==> config.mk <==
export PLATFORM = sky130hd
export DESIGN_NAME = pllrc_bridge
export DESIGN_NICKNAME = d
export VERILOG_FILES = /design/src/rtl/pllrc_pkg.sv /design/src/rtl/pllrc_chanmap.sv /design/src/rtl/pllrc_hostregs.sv /design/src/rtl/pllrc_engine.sv /design/src/rtl/pllrc_bridge.sv
export SDC_FILE = /design/constraint.sdc
export NUM_CORES = 1
export LEC_CHECK = 0
export BUFFER_PORTS_ARGS = -buffer_cell sky130_fd_sc_hd__buf_4
export CORE_MARGIN = 10
export CORE_UTILIZATION = 46
export DETAILED_ROUTE_END_ITERATION = 16
export PLACE_DENSITY_LB_ADDON = 0.15
export SLEW_MARGIN = 20
export SYNTH_ARGS = -nofsm -noshare
export SYNTH_HDL_FRONTEND = slang
export SYNTH_SLANG_ARGS = --single-unit
==> constraint.sdc <==
create_clock -name clk -period 3.8 [get_ports clk]
set_input_delay 0.95 -clock clk [delete_from_list [all_inputs] [get_ports clk]]
set_output_delay 0.95 -clock clk [all_outputs]
set_load 0.01 [all_outputs]
==> src/rtl/pllrc_pkg.sv <==
package pllrc_pkg;
  localparam int unsigned HADDR_W  = 7;
  localparam int unsigned HDATA_W  = 32;
  localparam int unsigned CHAN_W   = 10;
  localparam int unsigned OFS_W    = 4;
  localparam int unsigned DWORD_W  = 16;
  localparam int unsigned SEL_W    = 3;
  localparam int unsigned MAPW     = 25;
  localparam int unsigned PLLMAP_W = 15;

  localparam logic [HADDR_W-1:0] A_CHAN = 7'h40;
  localparam logic [HADDR_W-1:0] A_CTRL = 7'h42;
  localparam logic [HADDR_W-1:0] A_OFS  = 7'h43;
  localparam logic [HADDR_W-1:0] A_DATA = 7'h44;

  localparam int unsigned CB_WR   = 0;
  localparam int unsigned CB_RD   = 1;
  localparam int unsigned SB_BUSY = 8;
  localparam int unsigned SB_ERR  = 9;

  localparam logic [OFS_W-1:0] SUB_REFSEL = 4'd0;
  localparam logic [OFS_W-1:0] SUB_PLLSEL = 4'd1;
  localparam logic [OFS_W-1:0] SUB_REFMAP = 4'd2;
  localparam logic [OFS_W-1:0] SUB_PLLMAP = 4'd3;

  typedef struct packed {
    logic              is_wr;
    logic [CHAN_W-1:0] phys;
    logic [OFS_W-1:0]  ofs;
    logic [SEL_W-1:0]  idx;
  } pllrc_req_t;
endpackage

==> src/rtl/pllrc_chanmap.sv <==
module pllrc_chanmap import pllrc_pkg::*; #(
  parameter int unsigned NUM_LOG = 8
) (
  input  logic              clk,
  input  logic              rst_ni,
  input  logic [CHAN_W-1:0] logical_i,
  output logic [CHAN_W-1:0] phys_o,
  output logic              hit_o
);
  localparam int unsigned IDX_W = (NUM_LOG > 1) ? $clog2(NUM_LOG) : 1;
  localparam logic [CHAN_W-1:0] NLOG_C = CHAN_W'(NUM_LOG);

  logic [CHAN_W-1:0] tbl_q [NUM_LOG];
  logic [CHAN_W-1:0] tbl_d [NUM_LOG];

  always_comb begin
    for (int i = 0; i < int'(NUM_LOG); i++) tbl_d[i] = tbl_q[i];
  end

  always_ff @(posedge clk or negedge rst_ni) begin
    if (!rst_ni) begin
      for (int i = 0; i < int'(NUM_LOG); i++) tbl_q[i] <= CHAN_W'(i);
    end else begin
      for (int i = 0; i < int'(NUM_LOG); i++) tbl_q[i] <= tbl_d[i];
    end
  end

  always_comb begin
    hit_o  = (logical_i < NLOG_C);
    phys_o = '0;
    if (hit_o) phys_o = tbl_q[logical_i[IDX_W-1:0]];
  end

  // a translated channel always lands inside the physical range
  a_r11_map_in_range: assert property (@(posedge clk) disable iff (!rst_ni)
    hit_o |-> (phys_o < NLOG_C));
endmodule

==> src/rtl/pllrc_hostregs.sv <==
module pllrc_hostregs import pllrc_pkg::*; (
  input  logic               clk,
  input  logic               rst_ni,
  input  logic [HADDR_W-1:0] addr_i,
  input  logic               wr_i,
  input  logic               rd_i,
  input  logic [HDATA_W-1:0] wdata_i,
  output logic [HDATA_W-1:0] rdata_o,
  output logic [CHAN_W-1:0]  chan_o,
  output logic [OFS_W-1:0]   ofs_o,
  output logic [SEL_W-1:0]   idx_o,
  output logic               cmd_en_o,
  output logic [1:0]         cmd_bits_o,
  input  logic               busy_i,
  input  logic               err_i,
  input  logic               ld_en_i,
  input  logic [MAPW-1:0]    ld_data_i
);
  logic [CHAN_W-1:0]  chan_q, chan_d;
  logic [OFS_W-1:0]   ofs_q, ofs_d;
  logic [MAPW-1:0]    data_q, data_d;
  logic [HDATA_W-1:0] rdata_q, rdata_d, rd_word, stat_word;
  logic               wr_chan, wr_ofs, wr_data;
  logic [HDATA_W-DWORD_W-1:0] unused_wdata_hi;

  assign unused_wdata_hi = wdata_i[HDATA_W-1:DWORD_W];

  always_comb begin
    wr_chan = wr_i && (addr_i == A_CHAN);
    wr_ofs  = wr_i && (addr_i == A_OFS);
    wr_data = wr_i && (addr_i == A_DATA);

    chan_d = wr_chan ? wdata_i[CHAN_W-1:0] : chan_q;
    ofs_d  = wr_ofs  ? wdata_i[OFS_W-1:0]  : ofs_q;
    // engine load takes priority over a host write in the same cycle
    if (ld_en_i)      data_d = ld_data_i;
    else if (wr_data) data_d = MAPW'(wdata_i[DWORD_W-1:0]);
    else              data_d = data_q;

    stat_word          = '0;
    stat_word[SB_BUSY] = busy_i;
    stat_word[SB_ERR]  = err_i;

    case (addr_i)
      A_CHAN:  rd_word = HDATA_W'(chan_q);
      A_CTRL:  rd_word = stat_word;
      A_OFS:   rd_word = HDATA_W'(ofs_q);
      A_DATA:  rd_word = HDATA_W'(data_q);
      default: rd_word = '0;
    endcase
    rdata_d = rd_i ? rd_word : rdata_q;
  end

  always_ff @(posedge clk or negedge rst_ni) begin
    if (!rst_ni) begin
      chan_q  <= '0;
      ofs_q   <= '0;
      data_q  <= '0;
      rdata_q <= '0;
    end else begin
      chan_q  <= chan_d;
      ofs_q   <= ofs_d;
      data_q  <= data_d;
      rdata_q <= rdata_d;
    end
  end

  assign rdata_o    = rdata_q;
  assign chan_o     = chan_q;
  assign ofs_o      = ofs_q;
  assign idx_o      = data_q[SEL_W-1:0];
  assign cmd_en_o   = wr_i && (addr_i == A_CTRL);
  assign cmd_bits_o = {wdata_i[CB_RD], wdata_i[CB_WR]};

  // read data only moves when a read is sampled
  a_r1_rdata_hold: assert property (@(posedge clk) disable iff (!rst_ni)
    !rd_i |=> $stable(rdata_o));
  // channel register changes only through a write to its address
  a_r1_chan_hold: assert property (@(posedge clk) disable iff (!rst_ni)
    !(wr_i && (addr_i == A_CHAN)) |=> $stable(chan_o));
endmodule

==> src/rtl/pllrc_engine.sv <==
module pllrc_engine import pllrc_pkg::*; #(
  parameter int unsigned NUM_LOG    = 8,
  parameter int unsigned NUM_REFCLK = 5,
  parameter int unsigned NUM_PLL    = 4,
  parameter int unsigned HS_CYC     = 4
) (
  input  logic                      clk,
  input  logic                      rst_ni,
  input  logic                      cmd_en_i,
  input  logic [1:0]                cmd_bits_i,
  input  logic                      chan_hit_i,
  input  logic [CHAN_W-1:0]         phys_i,
  input  logic [OFS_W-1:0]          ofs_i,
  input  logic [SEL_W-1:0]          idx_i,
  output logic                      busy_o,
  output logic                      err_o,
  output logic                      ld_en_o,
  output logic [MAPW-1:0]           ld_data_o,
  output logic [NUM_LOG*SEL_W-1:0]  refclk_sel_o,
  output logic [NUM_LOG*SEL_W-1:0]  pll_sel_o,
  output logic [NUM_LOG-1:0]        refclk_sw_o,
  output logic [NUM_LOG-1:0]        pll_sw_o
);
  localparam int unsigned CNT_W = (HS_CYC > 1) ? $clog2(HS_CYC) : 1;
  localparam logic [CNT_W-1:0] LAST = CNT_W'(HS_CYC - 1);
  localparam logic [SEL_W:0] NREF_C = (SEL_W+1)'(NUM_REFCLK);
  localparam logic [SEL_W:0] NPLL_C = (SEL_W+1)'(NUM_PLL);

  logic             busy_q, busy_d, err_q, err_d;
  logic [CNT_W-1:0] cnt_q, cnt_d;
  pllrc_req_t       req_q, req_d;
  logic wr_req, rd_req, any_cmd, bad_ofs, bad_idx, illegal, accept, reject, commit;
  logic [SEL_W-1:0] cur_ref, cur_pll;
  logic [MAPW-1:0]  rd_word;

  // request legality, decided on the cycle the control register is written
  always_comb begin
    wr_req  = cmd_bits_i[0];
    rd_req  = cmd_bits_i[1];
    any_cmd = cmd_en_i && (wr_req || rd_req);
    bad_ofs = wr_req && (ofs_i != SUB_REFSEL) && (ofs_i != SUB_PLLSEL);
    bad_idx = wr_req && (((ofs_i == SUB_REFSEL) && ({1'b0, idx_i} >= NREF_C)) ||
                         ((ofs_i == SUB_PLLSEL) && ({1'b0, idx_i} >= NPLL_C)));
    illegal = (wr_req && rd_req) || !chan_hit_i || bad_ofs || bad_idx;
    accept  = any_cmd && !busy_q && !illegal;
    reject  = any_cmd && (busy_q || illegal);
  end

  // sequencer next state
  always_comb begin
    busy_d = busy_q;
    cnt_d  = cnt_q;
    err_d  = err_q;
    req_d  = req_q;
    commit = busy_q && (cnt_q == LAST);
    if (busy_q) begin
      if (commit) begin
        busy_d = 1'b0;
        cnt_d  = '0;
      end else begin
        cnt_d = cnt_q + 1'b1;
      end
    end
    if (accept) begin
      busy_d      = 1'b1;
      cnt_d       = '0;
      err_d       = 1'b0;
      req_d.is_wr = wr_req;
      req_d.phys  = phys_i;
      req_d.ofs   = ofs_i;
      req_d.idx   = idx_i;
    end
    if (reject) err_d = 1'b1;
  end

  always_ff @(posedge clk or negedge rst_ni) begin
    if (!rst_ni) begin
      busy_q <= 1'b0;
      err_q  <= 1'b0;
      cnt_q  <= '0;
      req_q  <= '0;
    end else begin
      busy_q <= busy_d;
      err_q  <= err_d;
      cnt_q  <= cnt_d;
      if (accept) req_q <= req_d;
    end
  end

  // per-physical-channel selection bank
  for (genvar g = 0; g < int'(NUM_LOG); g++) begin : g_chan
    logic             hit_g, ref_we, pll_we, ref_sw_q, pll_sw_q;
    logic [SEL_W-1:0] ref_q, pll_q;

    assign hit_g  = commit && req_q.is_wr && (req_q.phys == CHAN_W'(g));
    assign ref_we = hit_g && (req_q.ofs == SUB_REFSEL);
    assign pll_we = hit_g && (req_q.ofs == SUB_PLLSEL);

    always_ff @(posedge clk or negedge rst_ni) begin
      if (!rst_ni) begin
        ref_q    <= '0;
        pll_q    <= '0;
        ref_sw_q <= 1'b0;
        pll_sw_q <= 1'b0;
      end else begin
        ref_sw_q <= ref_we;
        pll_sw_q <= pll_we;
        if (ref_we) ref_q <= req_q.idx;
        if (pll_we) pll_q <= req_q.idx;
      end
    end

    assign refclk_sel_o[g*SEL_W +: SEL_W] = ref_q;
    assign pll_sel_o[g*SEL_W +: SEL_W]    = pll_q;
    assign refclk_sw_o[g]                 = ref_sw_q;
    assign pll_sw_o[g]                    = pll_sw_q;

    // stored selections stay within their allowed counts
    a_r5_ref_in_range: assert property (@(posedge clk) disable iff (!rst_ni)
      ({1'b0, ref_q} < NREF_C));
    a_r6_pll_in_range: assert property (@(posedge clk) disable iff (!rst_ni)
      ({1'b0, pll_q} < NPLL_C));
  end

  // read path: sub-register word for the latched request
  always_comb begin
    cur_ref = '0;
    cur_pll = '0;
    for (int i = 0; i < int'(NUM_LOG); i++) begin
      if (req_q.phys == CHAN_W'(i)) begin
        cur_ref = refclk_sel_o[i*SEL_W +: SEL_W];
        cur_pll = pll_sel_o[i*SEL_W +: SEL_W];
      end
    end
    rd_word = '0;
    case (req_q.ofs)
      SUB_REFSEL: rd_word = MAPW'(cur_ref);
      SUB_PLLSEL: rd_word = MAPW'(cur_pll);
      SUB_REFMAP: begin
        rd_word[MAPW-1 -: SEL_W] = cur_ref;
        rd_word[CHAN_W-1:0]      = req_q.phys;
      end
      SUB_PLLMAP: begin
        rd_word[PLLMAP_W-1 -: SEL_W] = cur_pll;
        rd_word[CHAN_W-1:0]          = req_q.phys;
      end
      default: rd_word = '0;
    endcase
  end

  assign ld_en_o   = commit && !req_q.is_wr;
  assign ld_data_o = rd_word;
  assign busy_o    = busy_q;
  assign err_o     = err_q;

  // busy only rises after a control-register command
  a_r3_busy_from_cmd: assert property (@(posedge clk) disable iff (!rst_ni)
    $rose(busy_q) |-> $past(cmd_en_i));
  // the final handshake cycle always ends the access
  a_r3_busy_ends: assert property (@(posedge clk) disable iff (!rst_ni)
    (busy_q && (cnt_q == LAST)) |=> !busy_q);
  // a command arriving during an access flags an error
  a_r9_busy_reject: assert property (@(posedge clk) disable iff (!rst_ni)
    (any_cmd && busy_q) |=> err_q);
  // an illegal idle-time command leaves selections and busy untouched
  a_r8_no_side_effect: assert property (@(posedge clk) disable iff (!rst_ni)
    (any_cmd && !busy_q && illegal) |=>
      (!busy_q && err_q && $stable(refclk_sel_o) && $stable(pll_sel_o)));
  // at most one channel switches at a time
  a_r12_one_ref_switch: assert property (@(posedge clk) disable iff (!rst_ni)
    $onehot0(refclk_sw_o));
  a_r12_one_pll_switch: assert property (@(posedge clk) disable iff (!rst_ni)
    $onehot0(pll_sw_o));
endmodule

==> src/rtl/pllrc_bridge.sv <==
module pllrc_bridge import pllrc_pkg::*; #(
  parameter int unsigned NUM_LOG    = 8,
  parameter int unsigned NUM_REFCLK = 5,
  parameter int unsigned NUM_PLL    = 4,
  parameter int unsigned HS_CYC     = 4
) (
  input  logic                     clk,
  input  logic                     rst_n,
  input  logic [HADDR_W-1:0]       host_addr,
  input  logic                     host_wr,
  input  logic                     host_rd,
  input  logic [HDATA_W-1:0]       host_wdata,
  output logic [HDATA_W-1:0]       host_rdata,
  output logic                     busy_o,
  output logic [NUM_LOG*SEL_W-1:0] refclk_sel_o,
  output logic [NUM_LOG*SEL_W-1:0] pll_sel_o,
  output logic [NUM_LOG-1:0]       refclk_switch_o,
  output logic [NUM_LOG-1:0]       pll_switch_o
);
  logic [1:0]        rs_q;
  logic              rst_ni;
  logic [CHAN_W-1:0] chan, phys;
  logic [OFS_W-1:0]  ofs;
  logic [SEL_W-1:0]  idx;
  logic              cmd_en, chan_hit, busy, err, ld_en;
  logic [1:0]        cmd_bits;
  logic [MAPW-1:0]   ld_data;

  // asynchronous assertion, synchronous release
  always_ff @(posedge clk or negedge rst_n) begin
    if (!rst_n) rs_q <= '0;
    else        rs_q <= {rs_q[0], 1'b1};
  end
  assign rst_ni = rs_q[1];

  pllrc_hostregs u_regs (
    .clk        (clk),
    .rst_ni     (rst_ni),
    .addr_i     (host_addr),
    .wr_i       (host_wr),
    .rd_i       (host_rd),
    .wdata_i    (host_wdata),
    .rdata_o    (host_rdata),
    .chan_o     (chan),
    .ofs_o      (ofs),
    .idx_o      (idx),
    .cmd_en_o   (cmd_en),
    .cmd_bits_o (cmd_bits),
    .busy_i     (busy),
    .err_i      (err),
    .ld_en_i    (ld_en),
    .ld_data_i  (ld_data)
  );

  pllrc_chanmap #(.NUM_LOG(NUM_LOG)) u_map (
    .clk       (clk),
    .rst_ni    (rst_ni),
    .logical_i (chan),
    .phys_o    (phys),
    .hit_o     (chan_hit)
  );

  pllrc_engine #(
    .NUM_LOG    (NUM_LOG),
    .NUM_REFCLK (NUM_REFCLK),
    .NUM_PLL    (NUM_PLL),
    .HS_CYC     (HS_CYC)
  ) u_eng (
    .clk          (clk),
    .rst_ni       (rst_ni),
    .cmd_en_i     (cmd_en),
    .cmd_bits_i   (cmd_bits),
    .chan_hit_i   (chan_hit),
    .phys_i       (phys),
    .ofs_i        (ofs),
    .idx_i        (idx),
    .busy_o       (busy),
    .err_o        (err),
    .ld_en_o      (ld_en),
    .ld_data_o    (ld_data),
    .refclk_sel_o (refclk_sel_o),
    .pll_sel_o    (pll_sel_o),
    .refclk_sw_o  (refclk_switch_o),
    .pll_sw_o     (pll_switch_o)
  );

  assign busy_o = busy;
endmodule

==> metrics.cfg, run 1 <==
[worst_setup_path]
critical_path_class=primary input to register
max_stage_delay_ns=0.54
endpoint_kind=register
crit_family=simple AND/OR/NAND/NOR gates
crit_arrival_ns=3.23
r2r-start=u_eng.req_q[9]
startpoint_type=primary input
crit_chain=buf_4 > or4b_1 > nor4_1 > nand3_1 > a21oi_2 > mux2_2
cp_slowest_cell=or4b_1
cp-startpoint=host_addr[3]
crit_path_max_fanout=11
crit_buf_inv=1
r2r_setup_slack_ns=1.31
cp.required_ns=4.09

[timing]
period_share=0.774
finalSetupViolations=0
finClkSkew_ns=0.00929
slew_viol_final=0
fmax_ghz=0.340
tns_ns=0
slew_headroom=0.309
rsz0062_at_grt=false
worst_slack_ns=0.857
min_period_ns=2.94
hold_violations=0
max_slew.worst_pin.slew_ns=1.04

[global_route]
antenna_found_initial=0
gr-total-overflow=0
grt_pass1_vias=4576
grt.total_usage=0.169
grt_pass1_wl_um=24600
grt_max_degree=71

[logic_synthesis]
synth_top_area_share=0.539
synth_area_per_cell_um2=11.7
synthTopCellsByArea=dfrtp_1 (54%), mux2_2 (14%), buf_4 (3.6%), mux2i_1 (2.9%), nor2_1 (2.2%)
synthFlopType=dfrtp_1
synthCells=530
ys_warn_count=0
ys_seq_area_frac=0.539
yosysUniqueCellTypes=59
async_flop_share=1.00
synth_area_um2=6170
yosysTopAreaCell=dfrtp_1
synth_edf_count=0
ys_seq_elements=133

[worst_hold_path]
hold_class=primary input to asynchronous set/reset pin

[routing]
vias=4373
drt_iter0_drc=307
wirelength_um=15100
drc=0
vias_per_cell=5.39
wl_per_cell_um=18.6
first_pass_iters=4
drtAntennaViolNets=0

[layout]
post-route-util=0.568
diodes=0
fill_cells=1152
area_delta_synth_final_pct=21.4
drive_gt1_frac=0.373
nets=668
register_area_um2=3330
multi_input_area_um2=2420

[placed_design]
portBuffers=110
dp_hpwl_um=11000
place.gp.congestion=0.860
place_ws_ns=0.464

[pwr]
power_density_nw_per_um2=416
p_leak_nw=3.69
ir_drop_mv=0.272

[clock_network]
cts.repair.resized=0
root_buffer=clkbuf_16
insertion_delay_ns=0.41
clockBufferDepth=2
clkTransAtPathRegs_ns=0.06
post_cts_buffers=0
cts_made_buffers=17
cts_sinks=133
h-tree-depth=4
ctsHoldBuffers=0
cts_tree=yes

[die]
coreArea_um2=13200
die_area_um2=18500
io_pins=140
die_h_um=136
fp-row-count=42
die_w_um=136
start_util=0.468

[run_status]
outcome=complete, no violations

[flow_run]
cap_violations=0

==> synthesized netlist by cell type, types with 3 or more instances <==
cell and n:
nand3_1 11, dfrtp_1 133, a211o_1 3, nor2b_1 3, a2bb2oi_1 3, a32o_1 4
a22oi_1 4, nor2_1 36, nand2_1 25, o22ai_1 7, nand3b_1 3, a21oi_1 13
buf_1 4, nor4_1 6, or2_2 4, inv_1 26, a22o_1 9, clkbuf_1 14
mux2_2 76, buf_4 30, nor3_1 9, a21o_1 9, and3_1 3, buf_6 6
nand2b_1 7, o21ai_0 22, mux2i_1 18
==> layout make-up <==
cell class	count	area share
Sequential cell	133	0.445
Multi-Input combinational cell	327	0.323
Timing Repair Buffer	119	0.119
Clock buffer	26	0.0639
Tap cell	176	0.0294
Inverter	26	0.0130
Clock inverter	5	0.00668
==> logic make-up (layout without fill, tap and decap cells) <==
family / after synthesis / in the layout / synth area share
adder cells (fa/ha/maj): 1 / 1 / 0.00203
AO/OA/AOI/OAI: 93 / 93 / 0.106
AND/OR/NAND/NOR: 123 / 123 / 0.101
multiplexers: 96 / 96 / 0.175
buffers and inverters: 82 / 176 / 0.0758
other: 2 / 14 / 0.00122
flip-flops: 133 / 133 / 0.539
==> cell usage in the layout, fill, tap and decap left out, types with 3 or more instances in the layout <==
master | netlist | final
mux2i_1 | 18 | 18
nor4_1 | 6 | 6
nand2b_1 | 7 | 7
a2bb2oi_1 | 3 | 3
dfrtp_1 | 133 | 132
inv_1 | 26 | 26
and3_1 | 3 | 3
a32o_1 | 4 | 4
nor2_1 | 36 | 36
mux2_2 | 76 | 76
buf_4 | 30 | 119
a211o_1 | 3 | 3
a21o_1 | 9 | 9
o22ai_1 | 7 | 7
conb_1 | 2 | 14
clkinv_2 | 0 | 4
nand3_1 | 11 | 11
nor2b_1 | 3 | 3
or2_2 | 4 | 4
a22oi_1 | 4 | 4
clkbuf_16 | 0 | 17
a22o_1 | 9 | 9
clkbuf_1 | 14 | 7
o21ai_0 | 22 | 22
nand3b_1 | 3 | 3
nor3_1 | 9 | 9
nand2_1 | 25 | 25
a21oi_1 | 13 | 13
==> routing by layer <==
layer,vias up,wire length (µm),global-route usage,part of all wire
met4,0,230,0.0580,0.015
met3,17,1000,0.0483,0.067
met2,122,7210,0.268,0.48
met5,-,0,0,0
li1,2036,-,-,-
met1,2198,6620,0.216,0.44
==> flip-flops by register name, summed over array words and instances (netlist names) <==
register	cells
u_regs.data_q	19
u_regs.rdata_o	19
rs_q	2
u_eng.cnt_q	2
u_eng.g_chan.ref_sw_q	8
u_eng.req_q	11
u_eng.g_chan.pll_q	24
u_eng.g_chan.ref_q	24
u_regs.chan_o	10
u_eng.err_o	1
u_eng.busy_o	1
u_eng.g_chan.pll_sw_q	8
u_regs.ofs_o	4
==> worst paths after layout <==
| kind | to | cells after the start |
|---|---|---|
| max | u_eng.req_q[1] | 6 |
| min | rs_q[1] | 1 |
| max reg2reg | u_regs.data_q[1] | 5 |
| min reg2reg | rs_q[1] | 0 |
| max in group asynchronous | u_eng.g_chan[2].pll_q[1] | 1 |
| min in group clk | rs_q[1] | 0 |
==> report_power, final <==
| part | internal [W] | switching, W | total (W) |
|---|---|---|---|
| clock | 0.000925 | 0.000548 | 0.00147 |
| sequential | 0.00146 | 0.0000558 | 0.00151 |
| combinational | 0.0000664 | 0.0000674 | 0.000134 |
| total | 0.00245 | 0.000671 | 0.00312 |
==> metrics by stage <==
step           area, µm²  total power, W  hold WS, ns  instances
2_1_floorplan       6220         0.00161        0.331        542
3_3_place_gp        6970         0.00166        0.338        781
3_5_place_dp        6970         0.00167        0.342        781
4_1_cts             7500         0.00315        0.289        812
5_1_grt             7500         0.00324        0.287        812
6_report            7500         0.00312        0.307        812
Note: power is estimated with default switching activity, not from simulation.
==> inputs of run 2 (changes only) <==
clock period = 3 ns   (was 3.8 ns; I/O delays follow)
==> metrics.cfg, run 2 (synthesized netlist as in run 1, its figures left out) <==
[placed_design]
place.gp.congestion=0.890  ; +3.5%
place_inst=788  ; +0.90%
place_area_um2=7040  ; +1.1%
portBuffers=110  ; unchanged
dp_hpwl_um=11200  ; +1.6%

[die]
die_area_um2=18500  ; unchanged
die_h_um=136  ; unchanged
start_util=0.468  ; unchanged
fp-row-count=42  ; unchanged
io_pins=140  ; unchanged
die_w_um=136  ; unchanged
coreArea_um2=13200  ; unchanged

[pwr]
combinationalPowerShare=0.043  ; about the same
switching_share=0.212  ; -0.00306
ir_drop_mv=0.288  ; +5.8%
p_leak_nw=3.76  ; +2.1%
seq_power_share=0.456  ; -0.029
power.internal_w=0.00330  ; +35%
power_frac_clock=0.501  ; +0.029
p_switching_w=0.000887  ; +32%
power_density_nw_per_um2=547  ; +31%

[global_route]
grt_max_degree=63  ; -11%
grt_pass1_wl_um=25000  ; +1.6%
grt_pass1_vias=4671  ; +2.1%
grt.total_usage=0.173  ; +0.00437
gr-total-overflow=0  ; unchanged
antenna_found_initial=0  ; unchanged

[clock_network]
post_cts_buffers=0  ; unchanged
clockBufferDepth=2  ; unchanged
cts_tree=yes
insertion_delay_ns=0.42  ; about the same
clkTransAtPathRegs_ns=0.05  ; about the same
ctsHoldBuffers=0  ; unchanged
h-tree-depth=4  ; unchanged
root_buffer=clkbuf_16
cts_made_buffers=17  ; unchanged
cts.repair.resized=0  ; unchanged
cts_sinks=133  ; unchanged

[worst_setup_path]
cp.required_ns=3.29  ; -0.80 ns
crit_arrival_ns=2.84  ; -0.39 ns
r2r_setup_slack_ns=0.58  ; -0.73 ns
startpoint_type=primary input
crit_family=simple AND/OR/NAND/NOR gates
endpoint_kind=register
cp_slowest_cell=or4b_1
crit_buf_inv=2  ; +1
cp-startpoint=host_addr[3]
rr_worst_depth=4  ; -1
max_stage_delay_ns=0.59  ; +0.05 ns
crit_chain=buf_4 > or4b_1 > nor4_1 > nand3_1 > a21oi_2 > buf_12 > mux2_2
critical_path_class=primary input to register
r2r_end=u_eng.g_chan[7].pll_q[1]
crit_path_max_fanout=15  ; +4
r2r-start=u_eng.req_q[8]

[layout]
drive_gt1_frac=0.387  ; +0.0140
stdcell_area_um2=7650  ; +2.0%
area_delta_synth_final_pct=23.8
fill_cells=1138  ; -1.2%
top_regs=u_eng.g_chan.pll_q x24, u_eng.g_chan.ref_q x24
layout_common_cells=dfrtp_1 (132), buf_4 (124), mux2_2 (76)
fin_cells=820  ; +0.99%
final_common_cell=dfrtp_1
nets=675  ; +1.0%
post-route-util=0.580  ; +0.0115
diodes=0  ; unchanged

[timing]
finClkSkew_ns=0.00768  ; -0.00162 ns
fmax_ghz=0.393
hold_violations=0  ; unchanged
slew_viol_final=0  ; unchanged
finalSetupViolations=0  ; unchanged
hold_ws_ns=0.104  ; -0.203 ns
min_period_ns=2.55
slew_headroom=0.432  ; +0.123
max_slew.worst_pin.slew_ns=0.852  ; -0.185 ns
period_share=0.849
tns_ns=0  ; unchanged
rsz0062_at_grt=false

[routing]
vias=4360  ; -0.30%
wirelength_um=15300  ; +1.5%
first_pass_iters=4  ; unchanged
vias_per_cell=5.32  ; -1.3%
drt_iter0_drc=308  ; +0.33%
drc=0  ; unchanged
wl_per_cell_um=18.7  ; +0.52%
drtAntennaViolNets=0  ; unchanged

[flow_run]
cap_violations=0  ; unchanged

[run_status]
outcome=complete, no violations

[worst_hold_path]
hold_class=primary input to asynchronous set/reset pin

## run 2: cell count changes in the layout (fill, tap and decap cells not counted), sizes merged
cell	before	now
clkbuf	26	23
buf	119	126
clkinvlp	0	2
bufinv	1	3
## run 2: metal layers
| layer | GRT usage | wire [µm] | up-vias |
|---|---|---|---|
| met5 | 0 | 0 | - |
| met4 | 0.0592 | 153 | 0 |
| met3 | 0.0565 | 1090 | 14 |
| met2 | 0.272 | 7370 | 115 |
| met1 | 0.221 | 6680 | 2181 |
| li1 | - | - | 2050 |
## run 2: worst max path at each step
stage / endpoint / cells after the start
global placement: u_eng.req_q[7] / 7
floorplan: u_eng.req_q[0] / 7
detailed placement: u_eng.req_q[7] / 7
finish: u_eng.req_q[5] / 7
global route: u_eng.req_q[5] / 7
CTS: u_eng.req_q[5] / 7
## run 2: power groups by stage
stage	registers [W]	logic, W	clock network [W]
global route	0.00192	0.000202	0.00222
finish	0.00191	0.000179	0.00210
CTS	0.00191	0.000181	0.00214
floorplan	0.00193	0.000119	0
global placement	0.00194	0.000174	0
detailed placement	0.00194	0.000179	0
## run 2: worst reg2reg max path: cells and delay by family (launching register included)
kind          cells  cell delay, ns
buf+inv           1            0.31
mux               1            0.40
simple gates      2            0.71
flops             1            0.89
## run 2: metrics by stage
stage / total power (W) / worst slack (ns)
final: 0.00418 / 0.453
after global routing: 0.00434 / 0.357
after CTS: 0.00423 / 0.482
after detailed placement: 0.00212 / 0.0923
after global placement: 0.00211 / 0.124
after floorplan: 0.00205 / 0.217
## run 2: area by class of cell
type                       instances  area, µm²  area share
timing repair buffer             126        971       0.127
inverter                          26       97.6      0.0128
sequential                       133       3330       0.436
clock buffer                      23        478      0.0625
multi-input combinational        327       2420       0.317
tap                              176        220      0.0288
clock inverter                     9        125      0.0164
==> inputs of run 3 (changes only) <==
clock period = 2.2 ns   (was 3 ns; I/O delays follow)
==> metrics.cfg, run 3 (synthesized netlist as in run 1, its figures left out) <==
[run_status]
outcome=complete, no violations

[routing]
vias_per_cell=5.33  ; +0.19%
drtAntennaViolNets=0  ; unchanged
first_pass_iters=5  ; +1
wl_per_cell_um=18.3  ; -1.9%
drc=0  ; unchanged
wirelength_um=15500  ; +1.2%
drt_iter0_drc=289  ; -6.2%
vias=4507  ; +3.4%

[layout]
fill_cells=1124  ; -1.2%
diodes=0  ; unchanged
drive_gt1_frac=0.404  ; +0.0178
nets=701  ; +3.9%
top_regs=u_eng.g_chan.pll_q x24, u_eng.g_chan.ref_q x24
final_common_cell=buf_4
multi_input_area_um2=2450  ; +1.2%
register_area_um2=3330  ; unchanged
layout_common_cells=buf_4 (146), dfrtp_1 (132), mux2_2 (76)
area_delta_synth_final_pct=26.8

[pwr]
power_frac_clock=0.470  ; -0.031
p_switching_w=0.00119  ; +34%
ir_drop_mv=0.435  ; +51%
switching_share=0.220  ; +0.00806
seq_power_share=0.482  ; +0.026
power.internal_w=0.00422  ; +28%
power_density_nw_per_um2=691  ; +26%
p_leak_nw=3.87  ; +2.8%
combinationalPowerShare=0.048  ; +0.005

[timing]
hold_ws_ns=0.352  ; +0.248 ns
min_period_ns=2.15
fmax_ghz=0.464
rsz0062_at_grt=true
worst_slack_ns=0.0471  ; -0.406 ns
hold_violations=0  ; unchanged
period_share=0.979
finClkSkew_ns=0.00662  ; -0.00105 ns
slew_headroom=0.480  ; +0.0478
finalSetupViolations=0  ; unchanged
slew_viol_final=0  ; unchanged
max_slew.worst_pin.slew_ns=0.760  ; -0.0913 ns

[global_route]
grt_pass1_vias=4753  ; +1.8%
gr-total-overflow=0  ; unchanged
grt_pass1_wl_um=25700  ; +2.5%
grt.total_usage=0.174  ; +0.00139
grt_max_degree=48  ; -24%
antenna_found_initial=0  ; unchanged

[clock_network]
post_cts_buffers=0  ; unchanged
insertion_delay_ns=0.41  ; about the same
cts_sinks=133  ; unchanged
cts_made_buffers=17  ; unchanged
root_buffer=clkbuf_16
clkTransAtPathRegs_ns=0.05  ; about the same
cts_tree=yes
h-tree-depth=4  ; unchanged
clockBufferDepth=2  ; unchanged

[placed_design]
place.gp.congestion=0.863  ; -3.0%
place_ws_ns=-0.426  ; -0.518 ns
dp_hpwl_um=11400  ; +2.4%
portBuffers=110  ; unchanged

[flow_run]
cap_violations=0  ; unchanged

[die]
fp-row-count=42  ; unchanged
die_area_um2=18500  ; unchanged
start_util=0.468  ; unchanged
die_w_um=136  ; unchanged
die_h_um=136  ; unchanged
io_pins=140  ; unchanged
coreArea_um2=13200  ; unchanged

[worst_setup_path]
cp.required_ns=2.49  ; -0.80 ns
endpoint_kind=register
crit_arrival_ns=2.45  ; -0.39 ns
r2r-start=u_eng.cnt_q[0]
startpoint_type=register
crit_path_max_fanout=4  ; -11
cp-startpoint=u_eng.cnt_q[0]
critical_path_class=register to register

[worst_hold_path]
hold_class=register to register
hp-start=rs_q[0]

[run 3: changes by cell type in the layout (fill, tap and decap cells not counted), sizes merged]
cell         delta
buf            +25
bufinv          -2
clkbuf          +4
clkinvlp        -2
dlygate4sd3     +1
[run 3: worst max-delay path, stage by stage (launching register included)]
cell and delay [ns]:
dfrtp_1 0.39, ha_1 0.24, nand3_1 0.20, or3_1 0.45, nor2_1 0.38, mux2_2 0.38
[run 3: power by group through the flow]
stage	registers [W]	clock network, W	logic [W]
after CTS	0.00260	0.00260	0.000261
final	0.00261	0.00254	0.000260
after detailed placement	0.00265	0	0.000259
after global routing	0.00262	0.00271	0.000292
after floorplan	0.00263	0	0.000163
after global placement	0.00264	0	0.000252
[run 3: path summary, 6_finish.rpt]
path | to | depth (start not counted) | slack (ns)
hold / removal | rs_q[1] | 0 | 0.35
min in group asynchronous | u_regs.chan_o[1] | 0 | 0.37
setup reg to reg | u_eng.g_chan[4].ref_q[2] | 5 | 0.05
hold reg to reg | rs_q[1] | 0 | 0.35
setup / recovery | u_eng.g_chan[4].ref_q[2] | 5 | 0.05
max in group asynchronous | u_eng.g_chan[2].ref_q[2] | 1 | 1.18
[run 3: metal layers]
| layer | part of all wire | track usage | routed length (µm) | vias up |
|---|---|---|---|---|
| li1 | - | - | - | 2101 |
| met1 | 0.46 | 0.233 | 7050 | 2273 |
| met4 | 0.016 | 0.0722 | 255 | 0 |
| met2 | 0.47 | 0.262 | 7250 | 115 |
| met3 | 0.060 | 0.0483 | 927 | 18 |
| met5 | 0 | 0 | 0 | - |
[run 3: area by class of cell]
class / count / share of cell area
Clock inverter: 5 / 0.00639
Clock buffer: 27 / 0.0604
Timing Repair Buffer: 152 / 0.154
Tap cell: 176 / 0.0281
Inverter: 26 / 0.0125
Sequential cell: 133 / 0.425
Multi-Input combinational cell: 327 / 0.313
[run 3: per-stage QoR]
| stage | utilization | cell area, µm² | total power, W | std cells | TNS, ns |
|---|---|---|---|---|---|
| after floorplan | - | 6230 | 0.00279 | 542 | -10.61 |
| after global placement | 0.552 | 7280 | 0.00290 | 813 | -10.77 |
| after detailed placement | 0.552 | 7280 | 0.00290 | 813 | -12.23 |
| after CTS | 0.592 | 7810 | 0.00547 | 846 | 0 |
| after global routing | 0.594 | 7830 | 0.00562 | 846 | -0.166 |
| final | 0.594 | 7830 | 0.00541 | 846 | 0 |
[run 3: timing repair]
item                                   4_1_cts  5_1_grt
gates resized for setup                      0        3
endpoints found under the hold margin        2        0
setup endpoints to repair                    0       17
hold buffers                                 1        0
